## src/rtl/esa_pkg.sv

```systemverilog
package esa_pkg;
  typedef enum logic [1:0] {
    STEP_HOLD = 2'd0,
    STEP_UP   = 2'd1,
    STEP_DOWN = 2'd2,
    STEP_LOAD = 2'd3
  } step_cmd_e;
endpackage

```

## src/rtl/esa_step_decode.sv

```systemverilog
module esa_step_decode
  import esa_pkg::*;
(
  input  logic      load_i,
  input  logic      vld_i,
  input  logic      dir_i,
  input  logic      done_i,
  output step_cmd_e cmd_o
);
  always_comb begin
    if (load_i)               cmd_o = STEP_LOAD;
    else if (vld_i && !done_i) cmd_o = dir_i ? STEP_UP : STEP_DOWN;
    else                      cmd_o = STEP_HOLD;
  end
endmodule

```

## src/rtl/esa_sat_counter.sv

```systemverilog
module esa_sat_counter
  import esa_pkg::*;
#(
  parameter int unsigned W   = 13,
  parameter int unsigned MAX = 8064
) (
  input  logic         clk_i,
  input  logic         rst_ni,
  input  step_cmd_e    cmd_i,
  input  logic [W-1:0] load_val_i,
  output logic [W-1:0] cnt_o
);
  localparam logic [W-1:0] MaxV = W'(MAX);

  logic [W-1:0] cnt_q;

  always_ff @(posedge clk_i or negedge rst_ni) begin
    if (!rst_ni) begin
      cnt_q <= '0;
    end else begin
      case (cmd_i)
        STEP_LOAD: cnt_q <= load_val_i;
        STEP_UP:   if (cnt_q != MaxV) cnt_q <= cnt_q + 1'b1;
        STEP_DOWN: if (cnt_q != '0)   cnt_q <= cnt_q - 1'b1;
        default:   cnt_q <= cnt_q;
      endcase
    end
  end

  assign cnt_o = cnt_q;
endmodule

```

## src/rtl/esa_done_track.sv

```systemverilog
module esa_done_track
  import esa_pkg::*;
(
  input  logic      clk_i,
  input  logic      rst_ni,
  input  step_cmd_e cmd_i,
  input  logic      last_i,
  output logic      done_o
);
  logic done_q;
  logic take_last;

  // a last marker counts only with a step that is actually consumed
  assign take_last = last_i && (cmd_i == STEP_UP || cmd_i == STEP_DOWN);

  always_ff @(posedge clk_i or negedge rst_ni) begin
    if (!rst_ni)                 done_q <= 1'b0;
    else if (cmd_i == STEP_LOAD) done_q <= 1'b0;
    else if (take_last)          done_q <= 1'b1;
  end

  assign done_o = done_q;
endmodule

```

## src/rtl/edit_score_acc.sv

```systemverilog
module edit_score_acc
  import esa_pkg::*;
#(
  parameter int unsigned SCORE_W   = 13,
  parameter int unsigned SCORE_MAX = 8064
) (
  input  logic               clk_i,
  input  logic               rst_ni,
  input  logic               load_i,
  input  logic [SCORE_W-1:0] load_val_i,
  input  logic               step_vld_i,
  input  logic               step_i,
  input  logic               last_i,
  output logic [SCORE_W-1:0] score_o,
  output logic               done_o
);
  step_cmd_e cmd;
  logic      done;

  esa_step_decode i_decode (
    .load_i (load_i),
    .vld_i  (step_vld_i),
    .dir_i  (step_i),
    .done_i (done),
    .cmd_o  (cmd)
  );

  esa_sat_counter #(
    .W   (SCORE_W),
    .MAX (SCORE_MAX)
  ) i_counter (
    .clk_i      (clk_i),
    .rst_ni     (rst_ni),
    .cmd_i      (cmd),
    .load_val_i (load_val_i),
    .cnt_o      (score_o)
  );

  esa_done_track i_done (
    .clk_i  (clk_i),
    .rst_ni (rst_ni),
    .cmd_i  (cmd),
    .last_i (last_i),
    .done_o (done)
  );

  assign done_o = done;
endmodule

```

## config.mk

```make
export PLATFORM = sky130hd
export DESIGN_NAME = edit_score_acc
export DESIGN_NICKNAME = d
export VERILOG_FILES = /design/src/rtl/esa_pkg.sv /design/src/rtl/esa_step_decode.sv /design/src/rtl/esa_sat_counter.sv /design/src/rtl/esa_done_track.sv /design/src/rtl/edit_score_acc.sv
export SDC_FILE = /design/constraint.sdc
export NUM_CORES = 1
export LEC_CHECK = 0
export BUFFER_PORTS_ARGS = -buffer_cell sky130_fd_sc_hd__buf_2
export CAP_MARGIN = 10
export CORE_ASPECT_RATIO = 1.4
export CORE_MARGIN = 2
export CORE_UTILIZATION = 45
export CTS_CLUSTER_SIZE = 24
export DETAILED_ROUTE_END_ITERATION = 10
export PLACE_DENSITY = 0.77
export SLEW_MARGIN = 15
export SYNTH_ARGS = -nofsm -noshare
export SYNTH_HDL_FRONTEND = slang
export SYNTH_HIERARCHICAL = 1
export SYNTH_SLANG_ARGS = --single-unit
```

## constraint.sdc

```tcl
create_clock -name clk_i -period 2.8 [get_ports clk_i]
set_input_delay 0.42 -clock clk_i [delete_from_list [all_inputs] [get_ports clk_i]]
set_output_delay 0.42 -clock clk_i [all_outputs]
set_load 0.05 [all_outputs]
```

==> flow_summary.yaml, run 1 <==
timing:
  slew_headroom_pct: 61.71
  hold_viol: 0
  drv_slew: 0
  fin_skew_ns: 0.006470
  fmax_mhz: 383.5
  tns_ns: 0
  worst-slew-pin-transition_ns: 0.5691
  rsz0062_at_grt: "false"
  timing.final.crit_share_pct: 93.14
  whs_ns: 0.06580
  finalSetupViolCount: 0
  period_needed_ns: 2.608
drt:
  dr.pass1.iters: 5
  viasPerCell: 6.597
  drt-wirelength-per-cell_um: 17.09
  drc: 0
  wl_um: 4581
  final_antenna_net_count: 0
  via_count: 1768
  drt_iter0_markers: 148
setup_path:
  worstPathCellList: "inv_2 > a31o_2 > ha_4 > xor2_1 > ha_2 > nand4b_1 > and4_4 > a311o_1 > o211ai_1 > mux2_2 > nand3_1"
  slowest_delay_ns: 0.42
  required_ns: 3.00
  crit_arrival_ns: 2.80
  start_kind: "flop"
  r2r-start: "i_done/done_o"
  criticalPathCategory: "reg2reg"
  cp-end-kind: "flop"
  startpoint: "i_done/done_o"
  cpMaxStageDelayCell: "dfrtp_2"
  crit_fanout: 15
layout:
  num_antenna_cells: 0
  fin_nets: 254
  syn2layout_area_growth_pct: 15.52
  final_common_cell: "buf_2"
  final_cell_mix: "buf_2 (32), nand2_1 (20), a21oi_1 (17)"
  finalNonFillerCells: 268
  fillers: 337
  multi_input_area_mm2: 0.001135
  regArea_um2: 351.6
  final_layout_size_suffix_gt1_share_pct: 27.19
logic_synthesis:
  synth_seq_area_share_pct: 21.84
  synth_area_per_cell_um2: 7.863
  synth_compound_area_share_pct: 33.62
  synthCells: 204
  synth_simple_gate_area_share_pct: 24.49
  synthAdderAreaFrac_pct: 4.680
  ys_types: 61
  synth_top_family_by_area: "compound AO/OA/AOI/OAI gates"
  synth_nets: 229
  synth_xor_area_share_pct: 2.730
  synth_enable_flop_cells: 0
  synth-async-reset-ratio_pct: 100.0
  synth_seq_cells: 14
  synth_warnings: 6
  synthFlopType: "dfrtp_1"
  synthMuxAreaShare_pct: 3.198
  netlist_area_mm2: 0.001604
power:
  power.internal_uw: 788.4
  ir_drop_v: 0.0005586
  switching_share_pct: 56.79
  power.leakage_uw: 0.0008143
  combPwrFrac_pct: 58.1
  p_sw_uw: 1036
  p_per_area_mw_per_mm2: 984.7
  seqPwrFrac_pct: 30.1
  p_clk_share_pct: 11.8
grt:
  track_usage_pct: 24.74
  grt_max_degree: 20
  grt-ovfl-total: 0
  grt_pass1_vias: 1577
  grt_pass1_wl_um: 7438
  antenna_found_initial: 0
clock_tree:
  cts_buffers: 3
  htree_levels: 1
  cts_setup_buffers: 0
  clk_pin_slew_ns: 0.07
  root_buffer: "clkbuf_8"
  clk_path_buf_depth: 2
  clock-sinks: 14
  tritoncts: "yes"
  clk_latency_ns: 0.26
placement:
  gp_congestion: 0.9276
  portBuffers: 32
  placedCellCount: 264
  dp_hpwl_um: 3255
worst_hold_path:
  hold_class: "in2async"
floorplanning:
  die_w_um: 54.46
  num_io_pins: 33
  core_mm2: 0.003410
  rows: 25
  dieArea_mm2: 0.004065
  start_util_pct: 47.05
  die_h_um: 74.64
status:
  status: "completed"
job:
  maxCapViolations: 0
==> power groups by stage <==
stage,logic [uW],clock network (uW),registers [uW]
global route,1150,221,572
finish,1060,215,549
detailed placement,1050,0,540
floorplan,702,0,680
CTS,1050,216,537
global placement,1040,0,534
==> sequential cells by signal (all words and copies together) (netlist names) <==
name	cells
i_counter/cnt_o	13
i_done/done_o	1
==> metal layers <==
| metal | global-route usage, % | wire length (um) |
|---|---|---|
| met1 | 32.67 | 1854 |
| met2 | 39.22 | 2198 |
| met3 | 2.976 | 379 |
| met4 | 12.50 | 148 |
| met5 | 0 | 0 |
==> synthesized netlist by cell type, drive strengths merged (2+ instances only) <==
cell type  instances  area (um2)
a2bb2oi            3       26.28
o2bb2ai            2       17.52
nand2             20       75.07
a311o              2       20.02
a31oi              5       31.28
a41o               2       20.02
a32o               2       20.02
clkbuf            11       41.29
nor4b              2       32.53
o221ai             2       17.52
nor2              12       45.04
o211ai             4       35.03
o31a               2       17.52
o21ai              9       45.04
nor4               5       31.28
o22ai              5       31.28
nand4              3       18.77
xnor2              4       35.03
inv               11       41.29
a32oi              2       17.52
and3               3       18.77
nor3               6       30.03
nand3              6       30.03
a22o               2       17.52
buf                9       68.81
ha                 6       75.07
a21oi             18       101.4
a31o               2       17.52
or3                2       17.52
dfrtp             14       350.3
mux2i              4       40.04
nand4b             2       17.52
==> worst max-delay path: cells and delay by family, from the launching register on <==
kind | cells | cell delay [ns]
AOI/OAI and AO/OA | 3 | 0.58
and+or+nand+nor | 3 | 0.50
adders and majority gates | 2 | 0.46
DFF | 1 | 0.42
muxes | 1 | 0.36
xor gates and xnor gates | 1 | 0.17
buffers and inverters | 1 | 0.06
==> kinds of logic after synthesis <==
family	Yosys count
flip-flops	14
buffers and inverters	31
multiplexers	5
AO/OA/AOI/OAI	73
adder cells (fa/ha/maj)	6
XOR/XNOR	5
AND/OR/NAND/NOR	70
==> area by class of cell <==
cell class,count,share of cell area [%]
Clock buffer,4,2.971
Inverter,11,2.228
Multi-Input combinational cell,159,61.24
Sequential cell,14,18.97
Tap cell,40,2.701
Timing Repair Buffer,40,11.88
==> final timing paths <==
path                                       end  slack, ns  depth (start not counted)
min in group clk_i               i_done/done_o       0.41                          3
max reg2reg                i_counter/cnt_o[10]       0.19                         11
max in group asynchronous        i_done/done_o       2.44                          1
min                        i_counter/cnt_o[10]       0.07                          1
min reg2reg                      i_done/done_o       0.54                          2
max                        i_counter/cnt_o[10]       0.19                         11
==> stage by stage <==
stage	util (%)	cell area [um2]	total power, uW	worst slack, ns
floorplan	-	1648	1382	0.03812
global placement	52.73	1798	1572	0.1690
detailed placement	52.73	1798	1592	0.05570
CTS	54.35	1853	1808	0.1583
global route	54.35	1853	1939	0.05894
finish	54.35	1853	1825	0.1922
==> repair_timing <==
| action | CTS | global route |
|---|---|---|
| hold buffers | 0 | 0 |
| endpoints found under the setup margin | 0 | 1 |
| gates resized for setup | 0 | 1 |
| endpoints found under the hold margin | 0 | 0 |
Note: power is estimated with default switching activity, not from simulation.
==> run 2: changes to the inputs <==
Settings changed: CORE_UTILIZATION 45 to 50, PLACE_DENSITY 0.77 to 0.84.
==> run 2 against run 1 <==
Against the previous run: sequential cell count unchanged; largest power group unchanged; design area about the same; non-clock buffer count unchanged; critical endpoint unchanged.
==> flow_summary.yaml, run 2 (synthesized netlist as in run 1, its figures left out) <==
power:
  switching_share_pct: 56.38
  power.leakage_uw: 0.0008152
  p_per_area_mw_per_mm2: 979.4
  seqPwrFrac_pct: 30.1
  power.internal_uw: 791.0
  p_clk_share_pct: 11.4
  combPwrFrac_pct: 58.6
  p_sw_uw: 1023
  ir_drop_v: 0.0005366
drt:
  wl_um: 4385
  final_antenna_net_count: 0
  via_count: 1741
  dr.pass1.iters: 5
  drc: 0
  viasPerCell: 6.521
  drt_iter0_markers: 123
  drt-wirelength-per-cell_um: 16.42
floorplanning:
  dieArea_mm2: 0.003684
  start_util_pct: 51.86
  num_io_pins: 33
  die_w_um: 51.87
  die_h_um: 71.02
  core_mm2: 0.003093
  rows: 24
setup_path:
  regToRegEndpoint: "i_counter/cnt_o[10]"
  cp-end-kind: "flop"
  crit_arrival_ns: 2.79
  crit_fanout: 15
  startpoint: "i_done/done_o"
  cpMaxStageDelayCell: "dfrtp_2"
  criticalPathCategory: "reg2reg"
  reg2regPathDepth: 11
  r2r_slack_ns: 0.20
  start_kind: "flop"
  required_ns: 2.99
  worstPathCellList: "inv_2 > a31o_1 > ha_4 > xor2_1 > ha_2 > nand4b_1 > and4_4 > a311o_1 > o211ai_1 > mux2_2 > nand3_1"
  slowest_delay_ns: 0.42
  cp-endpoint: "i_counter/cnt_o[10]"
  r2r-start: "i_done/done_o"
clock_tree:
  clk_path_buf_depth: 2
  clock-sinks: 14
  clk_latency_ns: 0.25
  cts_resized: 0
  htree_levels: 1
  root_buffer: "clkbuf_8"
  tritoncts: "yes"
  cts_buffers: 3
  clk_pin_slew_ns: 0.07
  cts_setup_buffers: 0
  postCtsHoldBufs: 0
timing:
  drv_slew: 0
  period_needed_ns: 2.601
  fmax_mhz: 384.4
  hold_viol: 0
  worst-slew-pin-transition_ns: 0.5397
  tns_ns: 0
  rsz0062_at_grt: "false"
  slew_headroom_pct: 64.02
  finalSetupViolCount: 0
  timing.final.crit_share_pct: 92.91
  worst_slack_ns: 0.1986
  fin_skew_ns: 0.004011
layout:
  num_antenna_cells: 0
  syn2layout_area_growth_pct: 15.44
  final_cell_mix: "buf_2 (32), nand2_1 (20), a21oi_1 (17)"
  final_layout_size_suffix_gt1_share_pct: 26.75
  final_common_cell: "buf_2"
  fin_nets: 254
  largest_reg_flops: 13
  final_area_mm2: 0.001852
grt:
  grt_pass1_wl_um: 7369
  grt_max_degree: 20
  antenna_found_initial: 0
  grt-ovfl-total: 0
  grt_pass1_vias: 1588
  track_usage_pct: 25.84
placement:
  place_area_mm2: 0.001797
  gp_congestion: 0.9524
  portBuffers: 32
  post-place-ws_ns: 0.1408
  dp_hpwl_um: 3068
job:
  maxCapViolations: 0
worst_hold_path:
  hold_class: "in2async"
status:
  status: "completed"
## run 2: cell counts in the layout (fill, tap and decap cells not counted)
No cell type changed its count.
## run 2: metal layers
layer  GRT usage (%)  vias up  share of wire, %
li1                -      822                 -
met4           9.649        0               2.5
met1           33.86      820                40
met5               0        -                 0
met3           3.165       12               6.6
met2           42.62       87                51
## run 2: cell type report
type                            count  area, um2
Clock buffer                        4      55.05
Multi-Input combinational cell    159       1135
Timing Repair Buffer               40      220.2
Inverter                           11      41.29
Sequential cell                    14      351.6
Tap cell                           39      48.80
Fill cell                         284       1241
## run 2: power by group through the flow
| stage | combinational, uW | clock (uW) | sequential [uW] |
|---|---|---|---|
| 5_1_grt | 1150 | 221 | 568 |
| 3_3_place_gp | 1040 | 0 | 530 |
| 4_1_cts | 1060 | 213 | 534 |
| 3_5_place_dp | 1050 | 0 | 534 |
| 6_report | 1060 | 206 | 545 |
| 2_1_floorplan | 702 | 0 | 680 |
## run 2: worst min path at each step
| stage | end | depth (start not counted) | startpoint |
|---|---|---|---|
| 2_1_floorplan | i_counter/cnt_o[0] | 0 | rst_ni |
| 3_3_place_gp | i_counter/cnt_o[2] | 1 | rst_ni |
| 3_5_place_dp | i_counter/cnt_o[2] | 1 | rst_ni |
| 4_1_cts | i_counter/cnt_o[4] | 1 | rst_ni |
| 5_1_grt | i_counter/cnt_o[4] | 1 | rst_ni |
| 6_report | i_counter/cnt_o[6] | 1 | rst_ni |
## run 2: critical path, delay by kind of cell, from the launching register on
family	cells	cell delay, ns
simple gates	3	0.44
mux	1	0.35
compound gates	3	0.60
fa+ha+maj	2	0.48
xor+xnor	1	0.19
buf+inv	1	0.06
flops	1	0.42
## run 2: metrics by stage
step                      total power [uW]  utilization [%]  std cells  hold WS, ns
after floorplan                       1382                -        204       0.1244
after global placement                1569            58.09        263       0.3476
after detailed placement              1582            58.09        263       0.3562
after CTS                             1805            59.87        267      0.08521
after global routing                  1935            59.87        267      0.09161
final                                 1814            59.87        267      0.07822
==> run 3: changes to the inputs <==
Settings changed: SETUP_SLACK_MARGIN set to 0.3.
==> run 3 against run 2 <==
Against the previous run: sequential power rose by 2%; sequential share of layout area fell by 0.89 points; maximum frequency rose by 4.4%; combinational power rose by 6%; via count rose by 3.9%; register-to-register slack improved by 0.11 ns; design area rose by 4.9%; worst hold slack got worse by 0.0040 ns; critical path depth rose by 1; critical endpoint unchanged; largest cell class unchanged; clock skew barely moved; worst setup slack improved by 0.11 ns.
==> flow_summary.yaml, run 3 (synthesized netlist as in run 1, its figures left out) <==
status:
  status: "completed"
worst_hold_path:
  hold_class: "in2async"
setup_path:
  r2r-start: "i_done/done_o"
  regToRegEndpoint: "i_counter/cnt_o[10]"
  r2r_slack_ns: 0.31
  cp-end-kind: "flop"
  crit_fanout: 4
  criticalPathCategory: "reg2reg"
  reg2regPathDepth: 12
  required_ns: 2.99
  start_kind: "flop"
  crit_arrival_ns: 2.68
layout:
  fin_nets: 257
  num_antenna_cells: 0
  final_layout_size_suffix_gt1_share_pct: 30.74
  syn2layout_area_growth_pct: 21.14
  final_common_cell: "buf_2"
  final_cell_mix: "buf_2 (32), nand2_1 (20), a21oi_1 (17)"
  largest_reg_flops: 13
timing:
  drv_slew: 0
  fin_skew_ns: 0.003899
  whs_ns: 0.07424
  slew_headroom_pct: 53.34
  finalSetupViolCount: 0
  timing.final.crit_share_pct: 89.00
  hold_viol: 0
  rsz0062_at_grt: "true"
  fmax_mhz: 401.3
  tns_ns: 0
  period_needed_ns: 2.492
  worst-slew-pin-transition_ns: 0.6934
power:
  power.leakage_uw: 0.0008446
  ir_drop_v: 0.0005618
  p_per_area_mw_per_mm2: 958.8
floorplanning:
  start_util_pct: 51.86
  die_w_um: 51.87
  core_mm2: 0.003093
  die_h_um: 71.02
  num_io_pins: 33
  dieArea_mm2: 0.003684
  rows: 24
clock_tree:
  clk_path_buf_depth: 2
  clk_pin_slew_ns: 0.07
  postCtsHoldBufs: 0
  tritoncts: "yes"
  htree_levels: 1
  root_buffer: "clkbuf_8"
  cts_buffers: 3
  clock-sinks: 14
  clk_latency_ns: 0.25
drt:
  final_antenna_net_count: 0
  viasPerCell: 6.700
  dr.pass1.iters: 4
  via_count: 1809
  drc: 0
  drt-wirelength-per-cell_um: 18.47
  drt_iter0_markers: 127
  wl_um: 4986
grt:
  grt_pass1_vias: 1621
  grt_pass1_wl_um: 7728
  antenna_found_initial: 0
  grt-ovfl-total: 0
  track_usage_pct: 27.20
  grt_max_degree: 19
job:
  maxCapViolations: 0
placement:
  portBuffers: 32
  gp_congestion: 0.9125
  dp_hpwl_um: 3183
run 3: timing repair:
action / CTS / global route
buffers inserted: 2 / 2
setup endpoints to repair: 5 / 11
cloned: 0 / 0
gates resized for setup: 1 / 12
pin swaps: 1 / 7
run 3: layout make-up:
cell class                 instances  area, um2
inverter                          11      43.79
fill                             290       1150
clock buffer                       4      45.04
tap                               39      48.80
multi-input combinational        159       1207
sequential                        14      351.6
timing repair buffer              43      246.5
run 3: per-stage QoR:
stage / utilization (%) / instance area, um2 / instances / worst slack [ns] / total power [uW]
after floorplan: - / 1650 / 204 / 0.04812 / 1382
after global placement: 57.93 / 1792 / 262 / 0.1767 / 1565
after detailed placement: 57.93 / 1792 / 262 / 0.09098 / 1586
after CTS: 59.87 / 1852 / 268 / 0.3164 / 1782
after global routing: 62.82 / 1943 / 270 / 0.2041 / 1975
final: 62.82 / 1943 / 270 / 0.3080 / 1863
run 3: how the worst max path moves through the flow:
| stage | end | start | slack (ns) | cells after the start |
|---|---|---|---|---|
| 2_1_floorplan | i_counter/cnt_o[10] | i_done/done_o | 0.05 | 14 |
| 3_3_place_gp | i_counter/cnt_o[10] | step_i | 0.18 | 12 |
| 3_5_place_dp | i_counter/cnt_o[10] | step_i | 0.09 | 12 |
| 4_1_cts | i_counter/cnt_o[10] | i_done/done_o | 0.32 | 11 |
| 5_1_grt | i_counter/cnt_o[10] | i_done/done_o | 0.20 | 12 |
| 6_report | i_counter/cnt_o[10] | i_done/done_o | 0.31 | 12 |
run 3: where the power goes:
| part | internal [uW] | switching (uW) | total (uW) | leakage, uW |
|---|---|---|---|---|
| sequential | 286 | 270 | 556 | 0.000164 |
| combinational | 403 | 721 | 1120 | 0.000658 |
| clock | 101 | 82.4 | 183 | 0.0000228 |
| total | 790 | 1070 | 1860 | 0.000845 |
run 3: worst max-delay path: stages (launching register included):
cell and delay, ns:
dfrtp_2 0.38, inv_2 0.05, a31o_4 0.24, inv_4 0.06
ha_4 0.14, xor2_1 0.15, ha_2 0.21, nand4bb_1 0.14
and4_4 0.26, a311o_1 0.27, o211ai_1 0.14, mux2_4 0.34
nand3_2 0.06
run 3: metal layers:
layer / global-route usage, % / vias up / part of all wire, %
met1: 36.11 / 840 / 39
li1: - / 837 / -
met5: 0 / - / 0
met2: 43.18 / 110 / 51
met3: 3.165 / 22 / 7.1
met4: 12.87 / 0 / 3.6
